## src/rtl/rdma_pkg.sv

```systemverilog
package rdma_pkg;

    // Register offsets on the programming port
    localparam logic [2:0] RA_PTR   = 3'd0;
    localparam logic [2:0] RA_CNT   = 3'd1;
    localparam logic [2:0] RA_START = 3'd2;
    localparam logic [2:0] RA_STOP  = 3'd3;
    localparam logic [2:0] RA_CFG   = 3'd4;
    localparam logic [2:0] RA_MASK  = 3'd5;
    localparam logic [2:0] RA_STAT  = 3'd6;

    localparam int unsigned STAT_WIDTH = 8;
    localparam int unsigned DONE_POS   = 6;

    typedef enum logic [1:0] {
        ST_IDLE   = 2'd0,
        ST_XFER   = 2'd1,
        ST_COMMIT = 2'd2
    } seq_state_t;

endpackage

```

## src/rtl/rdma_advance.sv

```systemverilog
module rdma_advance #(
    parameter int unsigned ADDR_W = 16,
    parameter int unsigned CNT_W  = 16,
    parameter int unsigned PAGE_W = 8,
    parameter int unsigned STEP_W = 3,
    localparam int unsigned OFFS_W = ADDR_W - PAGE_W
) (
    input  logic [ADDR_W-1:0] cur_ptr,
    input  logic [CNT_W-1:0]  cur_cnt,
    input  logic [STEP_W-1:0] step,
    input  logic [PAGE_W-1:0] start_pg,
    input  logic [PAGE_W-1:0] stop_pg,
    output logic [ADDR_W-1:0] nxt_ptr,
    output logic [CNT_W-1:0]  nxt_cnt,
    output logic              exhausted
);

    logic [ADDR_W-1:0] bumped;
    logic [ADDR_W-1:0] start_addr;
    logic [ADDR_W-1:0] stop_addr;

    always_comb begin
        start_addr = {start_pg, {OFFS_W{1'b0}}};
        stop_addr  = {stop_pg, {OFFS_W{1'b0}}};
        bumped     = cur_ptr + ADDR_W'(step);
        nxt_ptr    = (bumped == stop_addr) ? start_addr : bumped;
        exhausted  = (cur_cnt <= CNT_W'(step));
        nxt_cnt    = exhausted ? '0 : (cur_cnt - CNT_W'(step));
    end

endmodule

```

## src/rtl/rdma_regs.sv

```systemverilog
module rdma_regs
    import rdma_pkg::*;
#(
    parameter int unsigned ADDR_W   = 16,
    parameter int unsigned CNT_W    = 16,
    parameter int unsigned PAGE_W   = 8,
    parameter int unsigned STEP_W   = 3,
    parameter int unsigned STAT_W   = STAT_WIDTH,
    parameter int unsigned DONE_BIT = DONE_POS,
    localparam int unsigned REG_W   = (ADDR_W > CNT_W) ? ADDR_W : CNT_W,
    localparam int unsigned OFFS_W  = ADDR_W - PAGE_W
) (
    input  logic              clk,
    input  logic              rst_n,
    input  logic              reg_we,
    input  logic [2:0]        reg_addr,
    input  logic [REG_W-1:0]  reg_wdata,
    output logic [REG_W-1:0]  reg_rdata,
    input  logic              upd_en,
    input  logic [ADDR_W-1:0] upd_ptr,
    input  logic [CNT_W-1:0]  upd_cnt,
    input  logic [STEP_W-1:0] upd_step,
    input  logic              set_done,
    output logic [ADDR_W-1:0] ptr,
    output logic [CNT_W-1:0]  cnt,
    output logic [PAGE_W-1:0] start_pg,
    output logic [PAGE_W-1:0] stop_pg,
    output logic              cfg16,
    output logic              irq
);

    logic [STAT_W-1:0] mask;
    logic [STAT_W-1:0] isr;
    logic [STAT_W-1:0] isr_nxt;

    // Clear first, then set: a completion wins over a same-edge clear
    always_comb begin
        isr_nxt = isr;
        if (reg_we && reg_addr == RA_STAT) begin
            isr_nxt = isr & ~reg_wdata[STAT_W-1:0];
        end
        if (set_done) begin
            isr_nxt[DONE_BIT] = 1'b1;
        end
    end

    always_ff @(posedge clk) begin
        if (!rst_n) begin
            ptr      <= '0;
            cnt      <= '0;
            start_pg <= '0;
            stop_pg  <= '0;
            cfg16    <= 1'b0;
            mask     <= '0;
            isr      <= '0;
        end else begin
            isr <= isr_nxt;
            if (reg_we) begin
                unique case (reg_addr)
                    RA_PTR:   ptr      <= reg_wdata[ADDR_W-1:0];
                    RA_CNT:   cnt      <= reg_wdata[CNT_W-1:0];
                    RA_START: start_pg <= reg_wdata[PAGE_W-1:0];
                    RA_STOP:  stop_pg  <= reg_wdata[PAGE_W-1:0];
                    RA_CFG:   cfg16    <= reg_wdata[0];
                    RA_MASK:  mask     <= reg_wdata[STAT_W-1:0];
                    default:  ;
                endcase
            end
            // The transfer update takes priority over a register write
            if (upd_en) begin
                ptr <= upd_ptr;
                cnt <= upd_cnt;
            end
        end
    end

    always_comb begin
        unique case (reg_addr)
            RA_PTR:   reg_rdata = REG_W'(ptr);
            RA_CNT:   reg_rdata = REG_W'(cnt);
            RA_START: reg_rdata = REG_W'(start_pg);
            RA_STOP:  reg_rdata = REG_W'(stop_pg);
            RA_CFG:   reg_rdata = REG_W'(cfg16);
            RA_MASK:  reg_rdata = REG_W'(mask);
            RA_STAT:  reg_rdata = REG_W'(isr);
            default:  reg_rdata = '0;
        endcase
    end

    assign irq = |(isr & mask);

    // count shrinks by the step when more bytes than the step remain
    p_cnt_drop_r6: assert property (@(posedge clk) disable iff (!rst_n)
        (upd_en && cnt > CNT_W'(upd_step))
        |=> (cnt == $past(cnt) - CNT_W'($past(upd_step))));

    // a non-exhausting update leaves status untouched
    p_status_quiet_r6: assert property (@(posedge clk) disable iff (!rst_n)
        (upd_en && !set_done && !reg_we) |=> (isr == $past(isr)));

    // completion always lands in status bit
    p_done_set_r7: assert property (@(posedge clk) disable iff (!rst_n)
        set_done |=> isr[DONE_BIT]);

    // after an update the pointer never rests on the stop address
    p_stop_avoided_r5: assert property (@(posedge clk) disable iff (!rst_n)
        (upd_en && !reg_we && start_pg != stop_pg)
        |=> (ptr != {stop_pg, {OFFS_W{1'b0}}}));

endmodule

```

## src/rtl/rdma_seq.sv

```systemverilog
module rdma_seq
    import rdma_pkg::*;
#(
    parameter int unsigned ADDR_W = 16,
    parameter int unsigned DATA_W = 32,
    localparam int unsigned NBYTES = DATA_W / 8,
    localparam int unsigned IDX_W  = (NBYTES > 1) ? $clog2(NBYTES) : 1,
    localparam int unsigned STEP_W = IDX_W + 1
) (
    input  logic              clk,
    input  logic              rst_n,
    input  logic              dp_req,
    input  logic              dp_we,
    input  logic              dp_wide,
    input  logic [DATA_W-1:0] dp_wdata,
    output logic              dp_busy,
    output logic              dp_rvalid,
    output logic [DATA_W-1:0] dp_rdata,
    input  logic              cfg16,
    input  logic [ADDR_W-1:0] ptr,
    input  logic              cnt_zero,
    output logic [ADDR_W-1:0] ram_addr,
    output logic              ram_we,
    output logic              ram_re,
    output logic [7:0]        ram_wdata,
    input  logic [7:0]        ram_rdata,
    output logic              upd_en,
    output logic [STEP_W-1:0] step
);

    seq_state_t        state;
    seq_state_t        state_nxt;
    logic              op_we;
    logic [STEP_W-1:0] op_step;
    logic [DATA_W-1:0] op_data;
    logic [IDX_W-1:0]  idx;
    logic              cap_en;
    logic [IDX_W-1:0]  cap_idx;
    logic              rvalid_q;
    logic [STEP_W-1:0] req_step;
    logic              accept;
    logic              last_byte;

    always_comb begin
        if (dp_wide) begin
            req_step = STEP_W'(NBYTES);
        end else if (cfg16) begin
            req_step = STEP_W'(2);
        end else begin
            req_step = STEP_W'(1);
        end
        accept    = dp_req && !(dp_we && cnt_zero);
        last_byte = ({1'b0, idx} == (op_step - STEP_W'(1)));
    end

    // Next-state logic
    always_comb begin
        state_nxt = state;
        unique case (state)
            ST_IDLE:   if (accept) state_nxt = ST_XFER;
            ST_XFER:   if (last_byte) state_nxt = ST_COMMIT;
            ST_COMMIT: state_nxt = ST_IDLE;
            default:   state_nxt = ST_IDLE;
        endcase
    end

    // State register
    always_ff @(posedge clk) begin
        if (!rst_n) begin
            state <= ST_IDLE;
        end else begin
            state <= state_nxt;
        end
    end

    // Operation datapath
    always_ff @(posedge clk) begin
        if (!rst_n) begin
            op_we    <= 1'b0;
            op_step  <= STEP_W'(1);
            op_data  <= '0;
            idx      <= '0;
            cap_en   <= 1'b0;
            cap_idx  <= '0;
            rvalid_q <= 1'b0;
        end else begin
            cap_en   <= ram_re;
            cap_idx  <= idx;
            rvalid_q <= (state == ST_COMMIT) && !op_we;
            if (cap_en) begin
                op_data[{cap_idx, 3'b000} +: 8] <= ram_rdata;
            end
            unique case (state)
                ST_IDLE: begin
                    if (accept) begin
                        op_we   <= dp_we;
                        op_step <= req_step;
                        op_data <= dp_we ? dp_wdata : '0;
                        idx     <= '0;
                    end
                end
                ST_XFER:   idx <= idx + IDX_W'(1);
                ST_COMMIT: idx <= '0;
                default:   ;
            endcase
        end
    end

    // Outputs
    always_comb begin
        ram_addr  = ptr + ADDR_W'(idx);
        ram_we    = 1'b0;
        ram_re    = 1'b0;
        ram_wdata = op_data[{idx, 3'b000} +: 8];
        upd_en    = 1'b0;
        dp_busy   = 1'b1;
        unique case (state)
            ST_IDLE:   dp_busy = 1'b0;
            ST_XFER: begin
                ram_we = op_we;
                ram_re = !op_we;
            end
            ST_COMMIT: upd_en = 1'b1;
            default:   dp_busy = 1'b0;
        endcase
        step      = op_step;
        dp_rvalid = rvalid_q;
        dp_rdata  = op_data;
    end

    // a write with no bytes left leaves the port idle
    p_zero_write_ignored_r8: assert property (@(posedge clk) disable iff (!rst_n)
        (state == ST_IDLE && dp_req && dp_we && cnt_zero) |=> !dp_busy);

    // read data is presented only right after a read commit
    p_rvalid_after_commit_r11: assert property (@(posedge clk) disable iff (!rst_n)
        dp_rvalid |-> ($past(state) == ST_COMMIT && !$past(op_we)));

    // a running access always has a legal byte count
    p_step_legal_r2: assert property (@(posedge clk) disable iff (!rst_n)
        dp_busy |-> (op_step == STEP_W'(1) || op_step == STEP_W'(2)
                     || op_step == STEP_W'(NBYTES)));

endmodule

```

## src/rtl/rdma_ring_port.sv

```systemverilog
module rdma_ring_port
    import rdma_pkg::*;
#(
    parameter int unsigned ADDR_W = 16,
    parameter int unsigned CNT_W  = 16,
    parameter int unsigned PAGE_W = 8,
    parameter int unsigned DATA_W = 32,
    localparam int unsigned REG_W  = (ADDR_W > CNT_W) ? ADDR_W : CNT_W,
    localparam int unsigned NBYTES = DATA_W / 8,
    localparam int unsigned IDX_W  = (NBYTES > 1) ? $clog2(NBYTES) : 1,
    localparam int unsigned STEP_W = IDX_W + 1
) (
    input  logic              clk,
    input  logic              rst_n,
    input  logic              reg_we,
    input  logic [2:0]        reg_addr,
    input  logic [REG_W-1:0]  reg_wdata,
    output logic [REG_W-1:0]  reg_rdata,
    input  logic              dp_req,
    input  logic              dp_we,
    input  logic              dp_wide,
    input  logic [DATA_W-1:0] dp_wdata,
    output logic              dp_busy,
    output logic              dp_rvalid,
    output logic [DATA_W-1:0] dp_rdata,
    output logic [ADDR_W-1:0] ram_addr,
    output logic              ram_we,
    output logic              ram_re,
    output logic [7:0]        ram_wdata,
    input  logic [7:0]        ram_rdata,
    output logic              irq
);

    logic [ADDR_W-1:0] ptr;
    logic [CNT_W-1:0]  cnt;
    logic [PAGE_W-1:0] start_pg;
    logic [PAGE_W-1:0] stop_pg;
    logic              cfg16;
    logic              upd_en;
    logic [STEP_W-1:0] step;
    logic [ADDR_W-1:0] nxt_ptr;
    logic [CNT_W-1:0]  nxt_cnt;
    logic              exhausted;
    logic              set_done;

    assign set_done = upd_en && exhausted;

    rdma_seq #(
        .ADDR_W(ADDR_W),
        .DATA_W(DATA_W)
    ) u_seq (
        .clk       (clk),
        .rst_n     (rst_n),
        .dp_req    (dp_req),
        .dp_we     (dp_we),
        .dp_wide   (dp_wide),
        .dp_wdata  (dp_wdata),
        .dp_busy   (dp_busy),
        .dp_rvalid (dp_rvalid),
        .dp_rdata  (dp_rdata),
        .cfg16     (cfg16),
        .ptr       (ptr),
        .cnt_zero  (cnt == '0),
        .ram_addr  (ram_addr),
        .ram_we    (ram_we),
        .ram_re    (ram_re),
        .ram_wdata (ram_wdata),
        .ram_rdata (ram_rdata),
        .upd_en    (upd_en),
        .step      (step)
    );

    rdma_advance #(
        .ADDR_W(ADDR_W),
        .CNT_W (CNT_W),
        .PAGE_W(PAGE_W),
        .STEP_W(STEP_W)
    ) u_adv (
        .cur_ptr  (ptr),
        .cur_cnt  (cnt),
        .step     (step),
        .start_pg (start_pg),
        .stop_pg  (stop_pg),
        .nxt_ptr  (nxt_ptr),
        .nxt_cnt  (nxt_cnt),
        .exhausted(exhausted)
    );

    rdma_regs #(
        .ADDR_W(ADDR_W),
        .CNT_W (CNT_W),
        .PAGE_W(PAGE_W),
        .STEP_W(STEP_W)
    ) u_regs (
        .clk      (clk),
        .rst_n    (rst_n),
        .reg_we   (reg_we),
        .reg_addr (reg_addr),
        .reg_wdata(reg_wdata),
        .reg_rdata(reg_rdata),
        .upd_en   (upd_en),
        .upd_ptr  (nxt_ptr),
        .upd_cnt  (nxt_cnt),
        .upd_step (step),
        .set_done (set_done),
        .ptr      (ptr),
        .cnt      (cnt),
        .start_pg (start_pg),
        .stop_pg  (stop_pg),
        .cfg16    (cfg16),
        .irq      (irq)
    );

endmodule

```

## config.mk

```make
export PLATFORM = sky130hd
export DESIGN_NAME = rdma_ring_port
export DESIGN_NICKNAME = d
export VERILOG_FILES = /design/src/rtl/rdma_pkg.sv /design/src/rtl/rdma_advance.sv /design/src/rtl/rdma_regs.sv /design/src/rtl/rdma_seq.sv /design/src/rtl/rdma_ring_port.sv
export SDC_FILE = /design/constraint.sdc
export NUM_CORES = 1
export LEC_CHECK = 0
export BUFFER_PORTS_ARGS = -buffer_cell sky130_fd_sc_hd__buf_4
export CAP_MARGIN = 20
export CORE_UTILIZATION = 24
export CTS_CLUSTER_DIAMETER = 60
export DETAILED_ROUTE_END_ITERATION = 6
export PLACE_DENSITY_LB_ADDON = 0.12
export SYNTH_ARGS = -nofsm -noshare
export SYNTH_HDL_FRONTEND = slang
export SYNTH_SLANG_ARGS = --single-unit
```

## constraint.sdc

```tcl
create_clock -name clk -period 7.4 [get_ports clk]
set_clock_uncertainty 0.2 [all_clocks]
set_input_delay 1.48 -clock clk [delete_from_list [all_inputs] [get_ports clk]]
set_output_delay 1.48 -clock clk [all_outputs]
set_load 0.05 [all_outputs]
```

Word level (Yosys, flattened, before mapping)
Index checks and enable logic that the tools add are counted.

word-level totals
  word-level logic and storage cells = 94
  input bits = 65
  register bits after elaboration = 109
  output and inout port bits = 77

operators by class
  shift operators = 3
  equality and inequality tests = 12
  reductions and logical operators = 26
  muxes and demuxes = 27
  bitwise operators = 3
  add/sub/neg operators = 6
  $lt $le $gt $ge = 1

operator list
  operator                                                                 number
  16-bit two-way mux                                                       8
  32-bit two-way mux                                                       4
  16-bit case mux with 7 select lines                                      1
  32-bit bitwise mux                                                       1
  8-bit by 7-bit variable shift with 32-bit output (first input constant)  1
  32-bit by 6-bit indexed part select with 8-bit output                    1
  8-bit by 7-bit indexed part select with 32-bit output                    1
  2-bit AND reduction                                                      9
  16-bit by 2-bit adder with 16-bit output                                 1
  16-bit by 3-bit adder with 16-bit output                                 1
  8-bit AND                                                                2
  16-bit == test                                                           1
  16-bit by 3-bit <= comparator with 1-bit output                          1
  16-bit zero test                                                         1
  16-bit by 3-bit subtractor with 16-bit output                            1
  3-bit == test (second input constant)                                    3
  2-bit two-way mux                                                        4
  8-bit inverter                                                           1
  2-bit nonzero test                                                       4
  8-bit OR reduction                                                       1
  7-bit two-way mux                                                        1
  5-bit negation with 7-bit output                                         1
  3-bit by 2-bit == test with 1-bit output (second input constant)         2
  2-bit case mux with 3 select lines                                       1
  16 further kinds                                                         26

Logic depth before layout (Yosys ltp)
Gate-level depths: netlist of the first run.

  depth after elaboration = 6
  mapped depth = 12
  depth with buffers taken out = 12

Hierarchy
A second synthesis of the first run with hierarchy kept.

second synthesis, totals
  cell total of the unflattened synthesis = 845
  area total of the unflattened synthesis = 7318.3 µm²

modules (own cells, without submodules)
  module          instances  seq. area each (µm²)  cells an instance  area an instance (µm²)
  rdma_regs       1          1301.2                384                3349.5
  rdma_seq        1          880.8                 285                2666.3
  rdma_advance    1          0.0                   170                1262.5
  rdma_ring_port  1          0.0                   6                  40.0

Worst setup path after synthesis of the first run
Ideal clock, no wire load.

  path kind = input to output
  start point = input reg_addr[2]
  end point = output reg_rdata[1]
  data required time = 5.720 ns
  path buffers = 3
  cell stages on the path = 5
  arrival time = 3.296 ns
  setup slack = 2.424 ns
  path through = clkbuf_1 -> clkbuf_1 -> clkbuf_1 -> nor2_1 -> a21oi_1

on the way
  word-level cells in the longest chain between the ends = 2
  elaborated cells on any way between the ends = 8
  those cells by class = eq/ne: 6; mux: 1; reduce/logical: 1

ends and longest elaborated chain
  element                                      line                  RTL
  start, declared                              rdma_ring_port.sv:16  input logic [2:0] reg_addr,
  3-bit == test, or another cell as far along  rdma_regs.sv:78       unique case (reg_addr)
  16-bit case mux with 7 select lines *        rdma_regs.sv:78
  end, declared                                rdma_ring_port.sv:18  output logic [REG_W-1:0] reg_rdata,

Every way passes the cells marked *; elsewhere a longest branch is shown, timed or not.

Worst setup path in the final report of the first run
  start point = register u_seq.idx[1]
  end point = output ram_addr[14]

on the way
  word-level cells in the longest chain between the ends = 1

ends and longest elaborated chain
  element                                   line                  RTL
  start, declared                           rdma_seq.sv:36        logic [IDX_W-1:0] idx;
  start signal, assigned                    rdma_seq.sv:102       ST_XFER: idx <= idx + IDX_W'(1);
  16-bit by 2-bit adder with 16-bit output  rdma_seq.sv:111       ram_addr = ptr + ADDR_W'(idx);
  end, declared                             rdma_ring_port.sv:26  output logic [ADDR_W-1:0] ram_addr,

No other way between the ends.

==> reports/summary.md, run 1 <==
The tools report the number of failing hold endpoints at the final stage as 0. Parity-gate share of the synthesized area counting xor and xnor cells: 5.02%. Dividing the detail-routed via count by the number of cells gives 4.99. The run finished with clean final reports. Wire length of the first global-routing pass: 38500 µm. For the worst setup path, the data required time is 5720 ps. STA classifies the critical path startpoint as a flip-flop.

The worst setup path is captured at an output port. The width of the die was 171 µm; the average size of a mapped cell was 8.37 µm². The number of antenna violations at the first check in global routing is 0, and the multiplexer share of the synthesized area is 8.68%.

The library cell used most frequently in the layout, excluding fill and tap cells, is sky130_fd_sc_hd__buf_4. The first routing iteration left 421 violations. Row generation in the floorplan step produced 61 rows.

The synthesized netlist devotes 24.8% of its cell area to compound gates. The later pin in the worst-skew pair is clocked with a latency of 350 ps. The tree built by TritonCTS fans out to 109 sinks.

Of the available clock period, the critical path in the final layout requires 62.4%. In this run the power density over the cells is 386 nW/µm². Entering global routing, the biggest net connects 71 pins. For the routed via count, the log shows 6515.

The run gives 26500 µm as the wire length reported by the detailed router. The number of global-route vias before repair is 6102. The logs give 126 µV for the maximum ir drop on the vdd rail and 0 for the post-route antenna net violation count. Die height: 171 µm. Leaving out fill and tap cells, the most frequent cells in the layout are sky130_fd_sc_hd__buf_4 (151), sky130_fd_sc_hd__dfxtp_1 (109), sky130_fd_sc_hd__nor2_1 (98). In this run the count of I/O pins placed on the die edge is 142.

In this run the tightest slew margin relative to its limit is 29.0%. Area of the core: 27900 µm². TritonCTS created 9 clock buffers. The most critical setup path has its startpoint at u_seq.idx[1]$_SDFFE_PN0P_. For this design the static power due to leakage is 3.23 nW.

The number of synthesized flops with an enable pin came out at 0. After synthesis, the netlist uses 75 different library cells. The count of buffers inserted at the top-level ports was 141; the global placer's final weighted congestion was 0.861.

The start-to-end type of the worst setup path is reg2out. The max-slew violation total from the final report was 0. Hold is met by 253 ps. Adding up every negative setup slack in the final design gives 0 ps. Slew at the pin with the worst max-slew slack: 1050 ps. In this run the critical register-to-register path is launched from u_regs.ptr[0]$_SDFFE_PN0P_. After Yosys synthesis, and, or, nand and nor cells account for 20.1% of the synthesized area. For this run, design rule violations remaining after detail routing come to 0.

Clock-pin slew was measured on the worst setup and hold paths at 80 ps. The repair_antennas step left the layout with diodes totalling 0. The run gives 17.7% as the overall global routing resource usage. For the synthesized instance count, the log shows 818. Along the worst path, the maximum fanout reaches 13.

The area growth from synthesis to layout was 24.2%. Across the run, the number of max-cap violations was 0. Post-layout net count: 1010.

The die footprint came out at 29200 µm². The run gives 5 as the length of the first detailed-routing pass in iterations. TritonCTS built the clock tree. The fmax is 0.216 GHz.

The remaining global-route overflow was 0. Kind of path behind the tightest hold check: reg2reg. The number of setup violations in the final report came out at 0. The tools report the maximum number of buffers from clock root to sink as 2. After synthesis, the largest family of logic cells by area is compound AO/OA/AOI/OAI gates.

For this configuration, the core starts out at a cell density of 24.5%. Post-cts gate resize count: 0. The number of buffers added to fix hold violations after cts came out at 0.

For this run, the register share of the synthesized area comes to 31.9%. Counting every net in the synthesized netlist gives 905. The tools report the area of the mapped netlist as 6850 µm². The worst hold path startpoint was u_regs.isr[1]$_SDFFE_PN0P_. The share of synthesized flip-flops with an asynchronous set or reset was 0%. Setup repair after global routing left no endpoint under its margin.

Data arrives at the worst endpoint at 2940 ps. In this run, synthesis produced a sequential element count of 109. The most used flip-flop cell after synthesis is sky130_fd_sc_hd__dfxtp_1. The adder and majority cell fraction of the synthesized area was 4.51%; the minimum period implied by the final worst setup slack was 4620 ps. After detailed routing, the average wire length per cell comes to 20.3 µm. Buffers added to address setup during post-CTS repair amount to 0. The fraction of layout instances using a drive strength above 1 works out to 25.2%. The logs give 19900 µm for the HPWL after detailed placement and 0 for the count of yosys warnings during synthesis. CTS built an H-tree with a depth of 3. Clock root buffer: sky130_fd_sc_hd__clkbuf_16.
## Yosys cell counts (all sizes together) (4+ instances only)
| cell | number | share of area (%) |
|---|---|---|
| and2 | 5 | 0.46 |
| nand2 | 92 | 5.0 |
| a31oi | 10 | 0.91 |
| ha | 19 | 3.5 |
| mux2i | 29 | 4.2 |
| xnor2 | 19 | 2.4 |
| a211oi | 36 | 5.4 |
| clkbuf | 31 | 1.7 |
| nor4b | 4 | 0.51 |
| mux2 | 7 | 1.2 |
| o21ai | 29 | 2.1 |
| nand3 | 10 | 0.99 |
| a221oi | 6 | 0.77 |
| buf | 26 | 2.0 |
| a22oi | 42 | 4.6 |
| o22ai | 7 | 0.64 |
| dfxtp | 109 | 32 |
| nor4 | 9 | 1.0 |
| a21oi | 82 | 6.5 |
| nor3 | 14 | 1.0 |
| nor3b | 5 | 0.62 |
| and3 | 8 | 0.82 |
| nand4 | 7 | 0.86 |
| xor2 | 15 | 1.9 |
| nor2b | 20 | 1.8 |
| nor2 | 98 | 5.4 |
| or2 | 4 | 0.40 |
| inv | 24 | 1.3 |
| mux4 | 10 | 3.3 |
## worst max-delay path, stage by stage (launching register included)
cell	delay (ps)
sky130_fd_sc_hd__dfxtp_1	770
sky130_fd_sc_hd__inv_1	200
sky130_fd_sc_hd__fa_1	500
sky130_fd_sc_hd__or3_1	460
sky130_fd_sc_hd__nor3_1	280
sky130_fd_sc_hd__xor2_1	170
sky130_fd_sc_hd__buf_4	210
## kinds of logic after synthesis
logic type	after synthesis
simple gates	286
compound gates	237
xor+xnor	36
buf+inv	81
mux	46
fa+ha+maj	23
flops	109
## sequential cells by signal, summed over array words and instances, names as in the netlist, 2 cells and up
register,flops
u_seq.step,3
u_regs.ptr,16
u_regs.mask,8
u_seq.dp_rdata,32
u_seq.idx,2
u_regs.cnt,16
u_seq.state,2
u_regs.isr,8
u_seq.cap_idx,2
u_regs.start_pg,8
u_regs.stop_pg,8
## per-stage QoR
stage | instances | setup WS, ps | utilization [%] | total power, mW | cell area, µm²
finish | 1306 | 2780 | 30.4 | 3.29 | 8500
global route | 1306 | 2530 | 30.4 | 3.48 | 8500
CTS | 1306 | 2710 | 30.4 | 3.31 | 8500
detailed placement | 1290 | 2820 | 29.4 | 2.81 | 8220
global placement | 1290 | 2870 | 29.4 | 2.83 | 8220
floorplan | 818 | 2420 | - | 2.27 | 6850
## path summary, 6_finish.rpt
check,to,slack [ps],cells past startpoint
setup / recovery,ram_addr[14],2780,6
hold / removal,u_regs.isr[1]$_SDFFE_PN0P_,250,2
setup reg to reg,u_regs.ptr[11]$_SDFFE_PN0P_,3940,10
hold reg to reg,u_regs.isr[1]$_SDFFE_PN0P_,250,2
## layout make-up
type	count	area, µm²
clock buffers	9	225
clock inverters	7	56.3
fillers	3081	19400
inverters	24	90.1
multi-input cells	628	4340
flip-flops and latches	109	2180
well taps	378	473
repair buffers	151	1130
## metal layers
layer | global-route usage (%) | vias to the layer above | routed length, µm
li1 | - | 3162 | -
met1 | 24.3 | 3151 | 12700
met2 | 28.2 | 173 | 12000
met3 | 3.12 | 29 | 1200
met4 | 4.77 | 0 | 501
met5 | 0 | - | 0
## report_power, final
part | total, mW | internal [mW] | switching (mW)
Clock | 0.488 | 0.235 | 0.253
Combinational | 1.85 | 0.642 | 1.21
Sequential | 0.944 | 0.728 | 0.215
No activity file was read; power rests on OpenSTA's default activity.
==> run 2, diff against run 1 <==
- clock period: 7.4 -> 4.3 ns (I/O delays scaled with it)
==> reports/summary.md, run 2 (synthesis gave the netlist of run 1 again) <==
The run finished with clean final reports. In this run the tool buffered the top-level ports with 141 buffer cells. The worst-case hold slack was 272 ps; the number of buffers added to fix hold violations after cts was 0. At the end of the flow, the number of nets in the layout was 1018. Summed over all layers, the routed wires come to 26600 µm. The top cell types in the final layout, fill and taps aside, are sky130_fd_sc_hd__buf_4 (157), sky130_fd_sc_hd__dfxtp_1 (109), sky130_fd_sc_hd__nor2_1 (98). The remaining global-route overflow is 0.

Measured against its own limit, the worst slew margin works out to 31.4%. No sink is reached through more buffers than the 2 on the longest clock path. After detailed placement, the total cell area comes to 8290 µm². At the worst endpoint, the required time is 3240 ps. The cell with the biggest individual delay on the critical path is sky130_fd_sc_hd__or3_1. For the number of setup violations in the final report, the log shows 0. The clock input transition at the sequential cells of the worst setup and hold paths is 80 ps, and the share of the cycle needed by the critical path after routing is 86.2%. The run gives 0 as the number of DRC violations after detailed routing. Setup slack on the worst reg-to-reg path comes out at 920 ps. Post-CTS repair changed the size of 0 cells. The run gives 0 as the post-CTS setup buffer count. The analysis attributes to cell leakage a power of 3.28 nW.

The die is 171 µm tall. The run gives 0 as the post-route antenna net violation count. Setup repair after global routing left no endpoint under its margin. The tools report the insertion delay to the later sink of the worst-skew pair as 350 ps. The overall power is 5.70 mW, and the routed via count is 6532. For the wire length of the first global-routing pass, the log shows 39500 µm.

STA classifies the critical path startpoint as a flip-flop. The largest stage delay on the critical path works out to 480 ps. The register with the most flip-flops in the layout has 32 of them. The logs give 29200 µm² for the die footprint and 0 for the max-capacitance violation count. The path length in cells of the critical path came out at 7.

For the global placer's final weighted congestion, the log shows 0.848. The maximum ir drop on the vdd rail came out at 233 µV. The area growth from synthesis to layout was 25.2%; the overall global routing resource usage was 18.1%.

HPWL after detailed placement: 20300 µm. Walking the worst path, the cells encountered are ha_1 > inv_1 > fa_1 > or3_1 > nor3_1 > xor2_1 > buf_4. The tools report the maximum level of the CTS H-tree as 3.

TritonCTS built the clock tree. Clock tree synthesis inserted a total of 9 buffers. The run gives 0 as the number of failing hold endpoints at the final stage. The start-to-end type of the worst setup path was reg2out.

The maximum number of pins on one net before global-route repair came out at 52. The number of antenna diodes in the final layout is 0. The floorplan has 61 rows. The clock drives 109 sinks. The finished cells cover 8580 µm².

For this design the ratio of total power to cell area is 665 nW/µm². Number of global-route vias before repair: 6240. Fraction of layout instances using a drive strength above 1: 25.7%.

Type of destination of the critical path: an output port. Based on the critical path, the design can be clocked at up to 0.270 GHz. For the worst flop-to-flop path, the logic depth is 10. Kind of path behind the tightest hold check: reg2reg. The most common library cell in the layout ignoring fill and taps is sky130_fd_sc_hd__buf_4.

Of all nets on the critical path, the largest fanout is 4. The max-slew violation total from the final report came out at 0. The worst hold path passes through 2 cells. For the worst setup path, the data arrival time is 2650 ps.

Summed over all failing endpoints, the final setup total negative slack is 0 ps. The number of DRC violations after detailed-routing iteration 0 came out at 394. Together, buffers and inverters on the worst path number 2. Dividing the detail-routed wire length by the instance count gives 20.2 µm. After detailed routing, the number of vias per cell comes to 4.97. The clock root buffer is sky130_fd_sc_hd__clkbuf_16. After layout, the minimum clock period comes to 3710 ps. The run gives 6 as the length of the first detailed-routing pass in iterations. In this design, the largest share of critical-path delay is due to simple AND/OR/NAND/NOR gates.

The slew at the pin with the worst max-slew slack was 1030 ps; the number of antenna violations at the first check in global routing was 1. The I/O pin count came out at 142. For this configuration, the core starts out at a cell density of 24.5%. In this run the standard cell core region covers 27900 µm². The width of the die was 171 µm.
[run 2: path summary, 6_finish.rpt]
path	end	from
hold / removal	u_regs.isr[0]$_SDFFE_PN0P_	u_regs.isr[0]$_SDFFE_PN0P_
hold reg to reg	u_regs.isr[0]$_SDFFE_PN0P_	u_regs.isr[0]$_SDFFE_PN0P_
setup / recovery	ram_addr[14]	u_regs.ptr[0]$_SDFFE_PN0P_
setup reg to reg	u_regs.ptr[13]$_SDFFE_PN0P_	u_regs.ptr[0]$_SDFFE_PN0P_
[run 2: where the power goes]
group | total [mW] | internal [mW] | switching (mW)
combinational | 3.27 | 1.13 | 2.13
clock | 0.846 | 0.420 | 0.427
sequential | 1.59 | 1.25 | 0.333
[run 2: worst min-delay path: stages, from the launching register on]
cell and delay [ps]:
sky130_fd_sc_hd__dfxtp_1 340, sky130_fd_sc_hd__nand2_1 60, sky130_fd_sc_hd__a21oi_1 30
[run 2: final cells by class]
type / count / area, µm²
Fill cell: 3096 / 19400
Clock buffer: 11 / 243
Tap cell: 378 / 473
Clock inverter: 5 / 42.5
Multi-Input combinational cell: 628 / 4340
Sequential cell: 109 / 2180
Inverter: 24 / 90.1
Timing Repair Buffer: 159 / 1200
[run 2: metal layers]
| metal | wire length [µm] | track usage (%) | part of all wire, % |
|---|---|---|---|
| met3 | 1240 | 2.66 | 4.6 |
| met1 | 12800 | 25.8 | 48 |
| met5 | 0 | 0 | 0 |
| met4 | 405 | 4.27 | 1.5 |
| met2 | 12100 | 28.4 | 46 |
[run 2: per-stage QoR]
stage	worst slack, ps	util, %	std cells
6_report	593	30.7	1314
5_1_grt	374	30.7	1314
4_1_cts	561	30.7	1314
3_5_place_dp	870	29.7	1298
3_3_place_gp	818	29.7	1297
2_1_floorplan	564	-	818
==> run 3, diff against run 2 <==
==> constraint.sdc (replaced) <==
create_clock -name clk -period 4.3 [get_ports clk]
set_clock_uncertainty 0.2 [all_clocks]
set_input_delay 0.645 -clock clk [delete_from_list [all_inputs] [get_ports clk]]
set_output_delay 0.645 -clock clk [all_outputs]
set_load 0.05 [all_outputs]
==> reports/summary.md, run 3 (synthesis gave the netlist of run 1 again) <==
The logs give 3064 for the number of filler instances in the final layout and 937 ps for the worst slack at placement. The launching instance or port of the critical path was u_regs.ptr[6]$_SDFFE_PN0P_. The area growth from synthesis to layout is 25.3%.

Total power for the finished layout comes to 5.74 mW. The number of failing hold endpoints at the final stage came out at 0. The tools report the worst hold path startpoint as u_regs.isr[1]$_SDFFE_PN0P_.

The number of clock sinks is 109. Derived from the worst setup path, the maximum achievable clock frequency is 0.283 GHz. Data on the critical path is required at its endpoint by 3450 ps. The max-capacitance violation count is 0. The kind of path behind the tightest hold check is reg2reg. After routing the design area is 8580 µm². The sum of negative setup slack is 0 ps, and the wire length reported by the detailed router is 26500 µm. The worst setup path is launched from a flip-flop.

TritonCTS built the clock tree. The post-layout net count is 1016. Setup repair after global routing left no endpoint under its margin. Post-CTS repair changed the size of 0 cells. The max-slew headroom at the worst pin is 36.3%. Number of antenna violations at the first check in global routing: 0. The destination of the critical timing path was ram_addr[15].

The number of clock buffers added by TritonCTS is 9. Across all hold checks on the routed design, the worst slack comes to 261 ps. The maximum ir drop on the vdd rail is 272 µV, and the average vias per placed instance is 5.00. The worst-case setup margin in the final layout came out at 766 ps.

The reg-to-reg critical path endpoint is u_regs.ptr[13]$_SDFFE_PN0P_. The run gives 8260 µm² as the instance area after placement. The worst setup path is of the reg2out kind. Source of the worst register-to-register timing path: u_seq.step[0]$_SDFFE_PN1P_. 142 I/O pins were placed. The worst setup path is captured at an output port. The register with the most flip-flops in the layout has 32 of them.

Across all register-to-register paths, the minimum setup slack is 900 ps. The H-tree was split into 3 levels. In this run the worst path has a maximum fanout of 8. At the pin with the least slew margin, the transition time is 950 ps. The post-route antenna net violation count is 0.

Count of buffers inserted at the top-level ports: 141. The library cell used most frequently in the layout, excluding fill and tap cells, is sky130_fd_sc_hd__buf_4. Buffers inserted to repair hold after CTS numbered 0. The clock input transition at the sequential cells of the worst setup and hold paths came out at 80 ps. The leakage dissipation is 3.28 nW, and the overall global routing resource usage is 18.2%. For this configuration, the core starts out at a cell density of 24.5%. The library cells used most frequently in the layout, excluding fill and tap cells, are sky130_fd_sc_hd__buf_4 (154), sky130_fd_sc_hd__dfxtp_1 (109), sky130_fd_sc_hd__nor2_1 (98). For the max-slew violation total from the final report, the log shows 0.

The cell sitting at the root of the clock tree is a sky130_fd_sc_hd__clkbuf_16. Dividing total power by cell area gives a power density of 669 nW/µm². The maximum number of pins on one net before global-route repair is 71, and the number of setup violations in the final report is 0. The cell count of the worst reg-to-reg path is 10, and the area of the core is 27900 µm². From left edge to right edge, the die measures 171 µm. The tools report the row count as 61. After detailed routing, the average wire length per cell comes to 20.2 µm.

For this run, design rule violations remaining after detail routing come to 0. The logs give 0 for the number of antenna repair diodes and 2690 ps for the data arrival at the endpoint of the critical path. The wire length of the first global-routing pass is 39500 µm, and the die height is 171 µm. Cells with a size suffix above 1 make up 25.7% of the layout.

For the routed via count, the log shows 6561. The number of DRC violations after detailed-routing iteration 0 came out at 443. The run gives 29200 µm² as the die footprint. The HPWL after detailed placement was 20100 µm.

After layout, the minimum clock period comes to 3530 ps. Insertion delay to the later sink of the worst-skew pair: 360 ps. The run finished with clean final reports.

The clock passes through at most 2 buffers. The tools report the remaining global-route overflow as 0. The first TritonRoute pass finished after 5 iterations. Once the clock tree was built, the setup fixing pass inserted 0 buffers.

The share of the cycle needed by the critical path after routing was 82.2%. The tools report the number of global-route vias before repair as 6288. The congestion estimate from routability-driven global placement came to 0.846.
==> run 3: cell types whose count changed in the layout (fill, tap and decap cells not counted), sizes merged <==
cell	previous run	this run
bufinv	0	1
clkinvlp	0	1
buf	159	155
==> run 3: cell type report <==
| class | count | area, µm² | area share, % |
|---|---|---|---|
| clock buffer | 9 | 225 | 2.62 |
| tap | 378 | 473 | 5.51 |
| multi-input combinational | 628 | 4340 | 50.6 |
| inverter | 24 | 90.1 | 1.05 |
| timing repair buffer | 157 | 1190 | 13.8 |
| clock inverter | 7 | 82.6 | 0.962 |
| sequential | 109 | 2180 | 25.4 |
==> run 3: where the power goes <==
group,switching [mW],internal (mW),total [mW]
sequential,0.346,1.25,1.60
clock,0.444,0.464,0.908
combinational,2.11,1.12,3.24
==> run 3: per-layer routing <==
layer / vias up / share of wire (%) / GRT usage [%]
met1: 3178 / 49 / 26.0
met3: 24 / 3.7 / 2.29
met2: 172 / 45 / 28.3
met4: 0 / 2.0 / 5.20
met5: - / 0 / 0
li1: 3187 / - / -
==> run 3: how the worst min path moves through the flow <==
stage | endpoint | slack [ps] | cells after the start
after floorplan | u_regs.isr[2]$_SDFFE_PN0P_ | 220 | 2
after global placement | u_regs.isr[1]$_SDFFE_PN0P_ | 250 | 2
after detailed placement | u_regs.isr[1]$_SDFFE_PN0P_ | 240 | 2
after CTS | u_regs.isr[1]$_SDFFE_PN0P_ | 260 | 2
after global routing | u_regs.isr[1]$_SDFFE_PN0P_ | 280 | 2
final | u_regs.isr[1]$_SDFFE_PN0P_ | 260 | 2
==> run 3: worst max-delay path, stage by stage, from the launching register on <==
cell	delay, ps
sky130_fd_sc_hd__dfxtp_1	630
sky130_fd_sc_hd__inv_1	200
sky130_fd_sc_hd__nor3_1	500
sky130_fd_sc_hd__nand4_1	300
sky130_fd_sc_hd__nor3_1	300
sky130_fd_sc_hd__xor2_1	170
sky130_fd_sc_hd__buf_4	220
==> run 3: per-stage QoR <==
step           cells  util, %
6_report        1312     30.7
4_1_cts         1310     30.7
3_3_place_gp    1294     29.6
5_1_grt         1312     30.7
2_1_floorplan    818        -
3_5_place_dp    1294     29.6
